**src/rtl/dual_mbox_doorbell.sv**
```systemverilog
module dual_mbox_doorbell #(
  parameter int NCH       = 16,
  parameter int VER_MAJOR = 1,
  parameter int VER_MINOR = 0
) (
  input  logic        clk,
  input  logic        rst_n,
  input  logic        p0_sel,
  input  logic        p0_we,
  input  logic [9:0]  p0_addr,
  input  logic [31:0] p0_wdata,
  output logic [31:0] p0_rdata,
  input  logic        p1_sel,
  input  logic        p1_we,
  input  logic [9:0]  p1_addr,
  input  logic [31:0] p1_wdata,
  output logic [31:0] p1_rdata,
  output logic        irq_rx0,
  output logic        irq_tx0,
  output logic        irq_rx1,
  output logic        irq_tx1
);
  localparam logic [15:0] CHM     = 16'((33'h1 << NCH) - 33'h1);
  localparam logic [31:0] MSK_RST = {CHM, CHM};
  localparam logic [31:0] CFG_W   = 32'(NCH);
  localparam logic [31:0] VER_W   = {24'h0, 4'(VER_MAJOR), 4'(VER_MINOR)};

  logic [7:0]  wa0, wa1;
  logic        wr0, wr1, cmd0, cmd1, ctl0, ctl1, mk0, mk1;
  logic [15:0] set0, set1, ack0, ack1;
  logic [15:0] occ0, occ1;
  logic [31:0] msk0, msk1;
  logic        rxen0, txen0, rxen1, txen1;
  logic [31:0] ctlr0, ctlr1;

  assign wa0  = p0_addr[9:2];
  assign wa1  = p1_addr[9:2];
  assign wr0  = p0_sel & p0_we;
  assign wr1  = p1_sel & p1_we;
  assign ctl0 = wr0 && wa0 == 8'd0;
  assign mk0  = wr0 && wa0 == 8'd1;
  assign cmd0 = wr0 && wa0 == 8'd2;
  assign ctl1 = wr1 && wa1 == 8'd4;
  assign mk1  = wr1 && wa1 == 8'd5;
  assign cmd1 = wr1 && wa1 == 8'd6;

  assign set0 = cmd0 ? (p0_wdata[31:16] & CHM) : 16'h0;
  assign ack0 = cmd0 ? (p0_wdata[15:0]  & CHM) : 16'h0;
  assign set1 = cmd1 ? (p1_wdata[31:16] & CHM) : 16'h0;
  assign ack1 = cmd1 ? (p1_wdata[15:0]  & CHM) : 16'h0;

  always_ff @(posedge clk or negedge rst_n) begin
    if (!rst_n) begin
      occ0  <= '0;
      occ1  <= '0;
      msk0  <= MSK_RST;
      msk1  <= MSK_RST;
      rxen0 <= 1'b0;
      txen0 <= 1'b0;
      rxen1 <= 1'b0;
      txen1 <= 1'b0;
    end else begin
      occ0 <= set0 | (occ0 & ~ack1);
      occ1 <= set1 | (occ1 & ~ack0);
      if (mk0) msk0 <= p0_wdata & MSK_RST;
      if (mk1) msk1 <= p1_wdata & MSK_RST;
      if (ctl0) begin
        rxen0 <= p0_wdata[0];
        txen0 <= p0_wdata[16];
      end
      if (ctl1) begin
        rxen1 <= p1_wdata[0];
        txen1 <= p1_wdata[16];
      end
    end
  end

  assign ctlr0 = {15'h0, txen0, 15'h0, rxen0};
  assign ctlr1 = {15'h0, txen1, 15'h0, rxen1};

  function automatic logic [31:0] rd_mux(input logic [7:0] wa);
    case (wa)
      8'd0:    rd_mux = ctlr0;
      8'd1:    rd_mux = msk0;
      8'd3:    rd_mux = {16'h0, occ0};
      8'd4:    rd_mux = ctlr1;
      8'd5:    rd_mux = msk1;
      8'd7:    rd_mux = {16'h0, occ1};
      8'hFC:   rd_mux = CFG_W;
      8'hFD:   rd_mux = VER_W;
      default: rd_mux = 32'h0;
    endcase
  endfunction

  assign p0_rdata = p0_sel ? rd_mux(wa0) : 32'h0;
  assign p1_rdata = p1_sel ? rd_mux(wa1) : 32'h0;

  assign irq_rx0 = rxen0 & |(occ1 & ~msk0[15:0]);
  assign irq_rx1 = rxen1 & |(occ0 & ~msk1[15:0]);
  assign irq_tx0 = txen0 & |(~occ0 & CHM & ~msk0[31:16]);
  assign irq_tx1 = txen1 & |(~occ1 & CHM & ~msk1[31:16]);

  a_r2_set_lands: assert property (@(posedge clk) disable iff (!rst_n)
    cmd0 |=> ((occ0 & $past(set0)) == $past(set0)));
  a_r3_ack_clears: assert property (@(posedge clk) disable iff (!rst_n)
    (cmd1 && (ack1 & ~set0) != 16'h0) |=> ((occ0 & $past(ack1 & ~set0)) == 16'h0));
  a_r4_set_wins: assert property (@(posedge clk) disable iff (!rst_n)
    (cmd0 && cmd1) |=> ((occ0 & $past(set0 & ack1)) == $past(set0 & ack1)));
  a_r3_flags_hold: assert property (@(posedge clk) disable iff (!rst_n)
    !(cmd0 || cmd1) |=> ($stable(occ0) && $stable(occ1)));
  a_r9_status_width: assert property (@(posedge clk) disable iff (!rst_n)
    (p1_sel && !p1_we && wa1 == 8'd3) |-> ((p1_rdata & ~{16'h0, CHM}) == 32'h0));
endmodule

```
**config.mk**
```make
export PLATFORM = sky130hd
export DESIGN_NAME = dual_mbox_doorbell
export DESIGN_NICKNAME = d
export VERILOG_FILES = /design/src/rtl/dual_mbox_doorbell.sv
export SDC_FILE = /design/constraint.sdc
export NUM_CORES = 1
export LEC_CHECK = 0
export ABC_AREA = 0
export BUFFER_PORTS_ARGS = -buffer_cell sky130_fd_sc_hd__buf_2
export CAP_MARGIN = 20
export CORE_ASPECT_RATIO = 0.5
export CORE_UTILIZATION = 25
export CTS_BUF_LIST = sky130_fd_sc_hd__clkbuf_4 sky130_fd_sc_hd__clkbuf_8
export DETAILED_ROUTE_END_ITERATION = 16
export GPL_TIMING_DRIVEN = 0
export PLACE_DENSITY_LB_ADDON = 0.1
export SLEW_MARGIN = 5
export SYNTH_ARGS = -nofsm -noshare
export SYNTH_HDL_FRONTEND = slang
export SYNTH_SLANG_ARGS = --single-unit
```
**constraint.sdc**
```tcl
create_clock -name clk -period 4.8 [get_ports clk]
set_clock_uncertainty 0.15 [all_clocks]
set_input_delay 1.44 -clock clk [delete_from_list [all_inputs] [get_ports clk]]
set_output_delay 1.44 -clock clk [all_outputs]
set_load 0.02 [all_outputs]
```
==> results.json <==
{
  "outcome": "complete, but fails checks",
  "violations": "negative setup slack",
  "grt_max_degree": 64,
  "arrival_ps": 3260,
  "synth_ff_type": "dfstp_2",
  "clk_latency_ps": 400,
  "pre_cts_slack_ps": -853,
  "switching_share_pct": 27.3,
  "setup_viol": 5,
  "yosys.area.top_type_share_pct": 27.2,
  "cts_buffers": 9,
  "muxShareOfSynthArea_pct": 25.8,
  "required_ps": 3210,
  "wl_per_cell_um": 26.6,
  "internal-power_mw": 1.30,
  "hp-class": "flop to flop",
  "synthAdderAreaFrac_pct": 0,
  "syn2layout_area_growth_pct": 30.7,
  "crit_path_top_delay_cell": "or4_4",
  "hold_depth": 1,
  "cap_violations": 0,
  "slowest_delay_ps": 640,
  "grt_pass1_wl_um": 40200,
  "antenna_found_initial": 1,
  "die_w_um": 224,
  "drt_iter0_markers": 397,
  "synth_seq_area_share_pct": 41.8,
  "yosys_warnings": 0,
  "drtAntennaViolNets": 0,
  "reg2reg_slack_ps": 3750,
  "clock_path_buffers": 2,
  "max_freq_ghz": 0.206,
  "rows": 40,
  "cpMostUsedCell": "buf_6",
  "cts-htree-levels": 3,
  "initial_core_util_pct": 25.6,
  "critPathKind": "primary input to primary output",
  "synth_area_um2": 6180,
  "synth_top_family_by_area": "multiplexers",
  "synth_edf_count": 0,
  "synth_seq_cells": 100,
  "fin_ws_ps": -54.1,
  "core_um2": 24100,
  "peakVddDrop_mv": 0.106,
  "clkPwrFrac_pct": 36.8,
  "r2r_end": "occ0[11]",
  "synthTopCellsByArea": "dfstp_2 27%, dfrtp_1 15%, mux2_2 7.3%, mux2_4 7.3%, mux4_2 5.8%",
  "critPathTopFamily": "simple AND/OR/NAND/NOR gates",
  "synth-async-reset-ratio_pct": 100,
  "firstDrtPassIters": 5,
  "p_seq_share_pct": 51.5,
  "period_needed_ps": 4850,
  "syn_area_per_cell_um2": 11.1,
  "dpl.hpwl_um": 21000,
  "die_area_um2": 25400,
  "drt-total-wl_um": 28600,
  "worst_slew_pin_slew_ps": 1010,
  "drive_gt1_share_pct": 53.3,
  "die_h_um": 113,
  "whs_endpoint": "occ0[5]",
  "drc": 0,
  "globalplace.congestion": 0.865,
  "cts_tree": "yes",
  "switchingPower_mw": 0.485,
  "layout.nets": 824,
  "hp-start": "occ0[5]",
  "p_leak_nw": 3.36,
  "rsz0062_at_grt": "true",
  "vias_per_cell": 5.22,
  "synth-compound-area-share_pct": 16.1,
  "io_pins": 158,
  "maxSlewHeadroom_pct": 32.7,
  "cts.sinks": 100,
  "comb_power_share_pct": 11.7,
  "path_cells": "buf_6, or4_4, nor4_4, buf_6, clkbuf_16, a22oi_1, nor2_1, buf_4",
  "rr_startpoint": "occ0[11]",
  "diodes": 0,
  "dpl_cell_area_um2": 7400,
  "path_clk_slew_ps": 100,
  "synth_cell_type_count": 47,
  "ff2ff_path_depth": 3,
  "root_buffer": "clkbuf_8",
  "synthSimpleGateAreaFrac_pct": 11.3,
  "hold_violations": 0,
  "timing.hold.ws_ps": 456,
  "report.final.slew_viol_count": 0,
  "grt_overflow": 0,
  "critPathBufInv": 4,
  "cp.depth": 8,
  "fin_area_um2": 8080,
  "syn_nets": 647,
  "critical_path_peak_fanout": 6,
  "grt_pass1_vias": 5510,
  "cp-end-kind": "primary output",
  "post-route-period-util_pct": 101,
  "nFillCells": 2574,
  "syn_inst": 557,
  "synth-xor-area-share_pct": 0,
  "yosys.area.top_type": "dfstp_2",
  "port_buffers": 152,
  "cp-start-kind": "primary input",
  "vias": 5608,
  "power_density_nw_per_um2": 220,
  "grt_usage_pct": 22.8
}
[logic make-up (layout without fill, tap and decap cells)]
kind of cell | after synthesis | after routing
buffers and inverters | 67 | 249
muxes | 119 | 119
AOI/OAI and AO/OA | 130 | 130
DFF | 100 | 100
and+or+nand+nor | 141 | 141
[layout make-up]
type	count	area (um2)	share of cell area, %
plain buffers	34	279	3.46
clock buffers	11	151	1.87
clock inverters	5	83.8	1.04
inverters	30	113	1.39
multi-input cells	390	3450	42.7
flip-flops and latches	100	2580	32.0
well taps	336	420	5.21
repair buffers	169	993	12.3
[routing by layer]
metal	GRT usage [%]	vias to the layer above	routed length [um]
met5	0	-	13
met4	7.44	2	830
met3	5.17	52	1770
met2	32.5	206	12000
met1	33.5	2914	14000
li1	-	2434	-
[worst max-delay path by stage]
stage	endpoint	from	slack, ps
5_1_grt	p0_rdata[26]	p0_addr[8]	-70
3_3_place_gp	p0_rdata[12]	p0_addr[3]	-900
6_report	p0_rdata[26]	p0_addr[8]	-50
2_1_floorplan	p0_rdata[21]	p0_addr[7]	10
3_5_place_dp	p1_rdata[26]	p1_addr[4]	-850
4_1_cts	p0_rdata[26]	p0_addr[8]	-100
[Yosys cell counts (3+ instances only)]
cell	number
o2bb2ai_1	13
mux2_4	30
mux4_2	16
a21boi_0	3
a22oi_1	30
mux2_2	40
buf_1	3
o221ai_1	4
a21o_1	7
nor2_1	49
dfstp_2	64
dfrtp_1	36
o22ai_1	16
nor2b_1	14
nand3_1	9
mux2i_1	33
a22o_1	27
a21oi_1	9
buf_12	3
o22a_1	4
clkbuf_1	24
or4_1	3
nand2b_1	9
nor3_1	12
nand2_1	31
inv_1	30
buf_2	6
o21ai_0	4
a221oi_1	4
[registers in the layout (all words and copies together) (netlist names)]
name and count:
msk0 32, occ1 16, rxen1 1, occ0 16
txen1 1, txen0 1, msk1 32, rxen0 1
[through the flow]
stage               setup TNS (ps)  util, %  power, mW  instances
floorplan                        0        -       1.00        557
global placement            -33880     30.5       1.12       1045
detailed placement          -33530     30.7       1.13       1046
CTS                           -356     33.3       1.79       1072
global route                  -342     33.5       1.85       1075
finish                       -63.7     33.5       1.78       1075
[power groups by stage]
stage,Sequential [mW],Clock (mW),Combinational (mW)
4_1_cts,0.916,0.670,0.208
3_5_place_dp,0.929,0,0.196
3_3_place_gp,0.929,0,0.192
5_1_grt,0.920,0.703,0.224
6_report,0.917,0.656,0.207
2_1_floorplan,0.910,0,0.0936
[cells in the final DEF, fill, tap and decap left out, types with 14 or more instances in the layout]
cell type,Yosys,routed
a22oi_1,30,24
nand2_1,31,31
o22ai_1,16,16
dfstp_2,64,64
a22o_1,27,27
buf_2,6,141
buf_4,0,27
nor2_1,49,38
mux2_4,30,30
mux2i_1,33,33
dfrtp_1,36,36
nor2b_1,14,14
mux2_2,40,40
mux4_2,16,16
inv_1,30,30
clkbuf_8,0,17
[what timing repair did]
action	in CTS	in global routing
hold buffers	0	0
gates resized for setup	90	10
endpoints found under the setup margin	57	42
gates cloned	2	0
pin swaps	13	8
setup buffers	9	5
No activity file was read; power rests on OpenSTA's default activity.
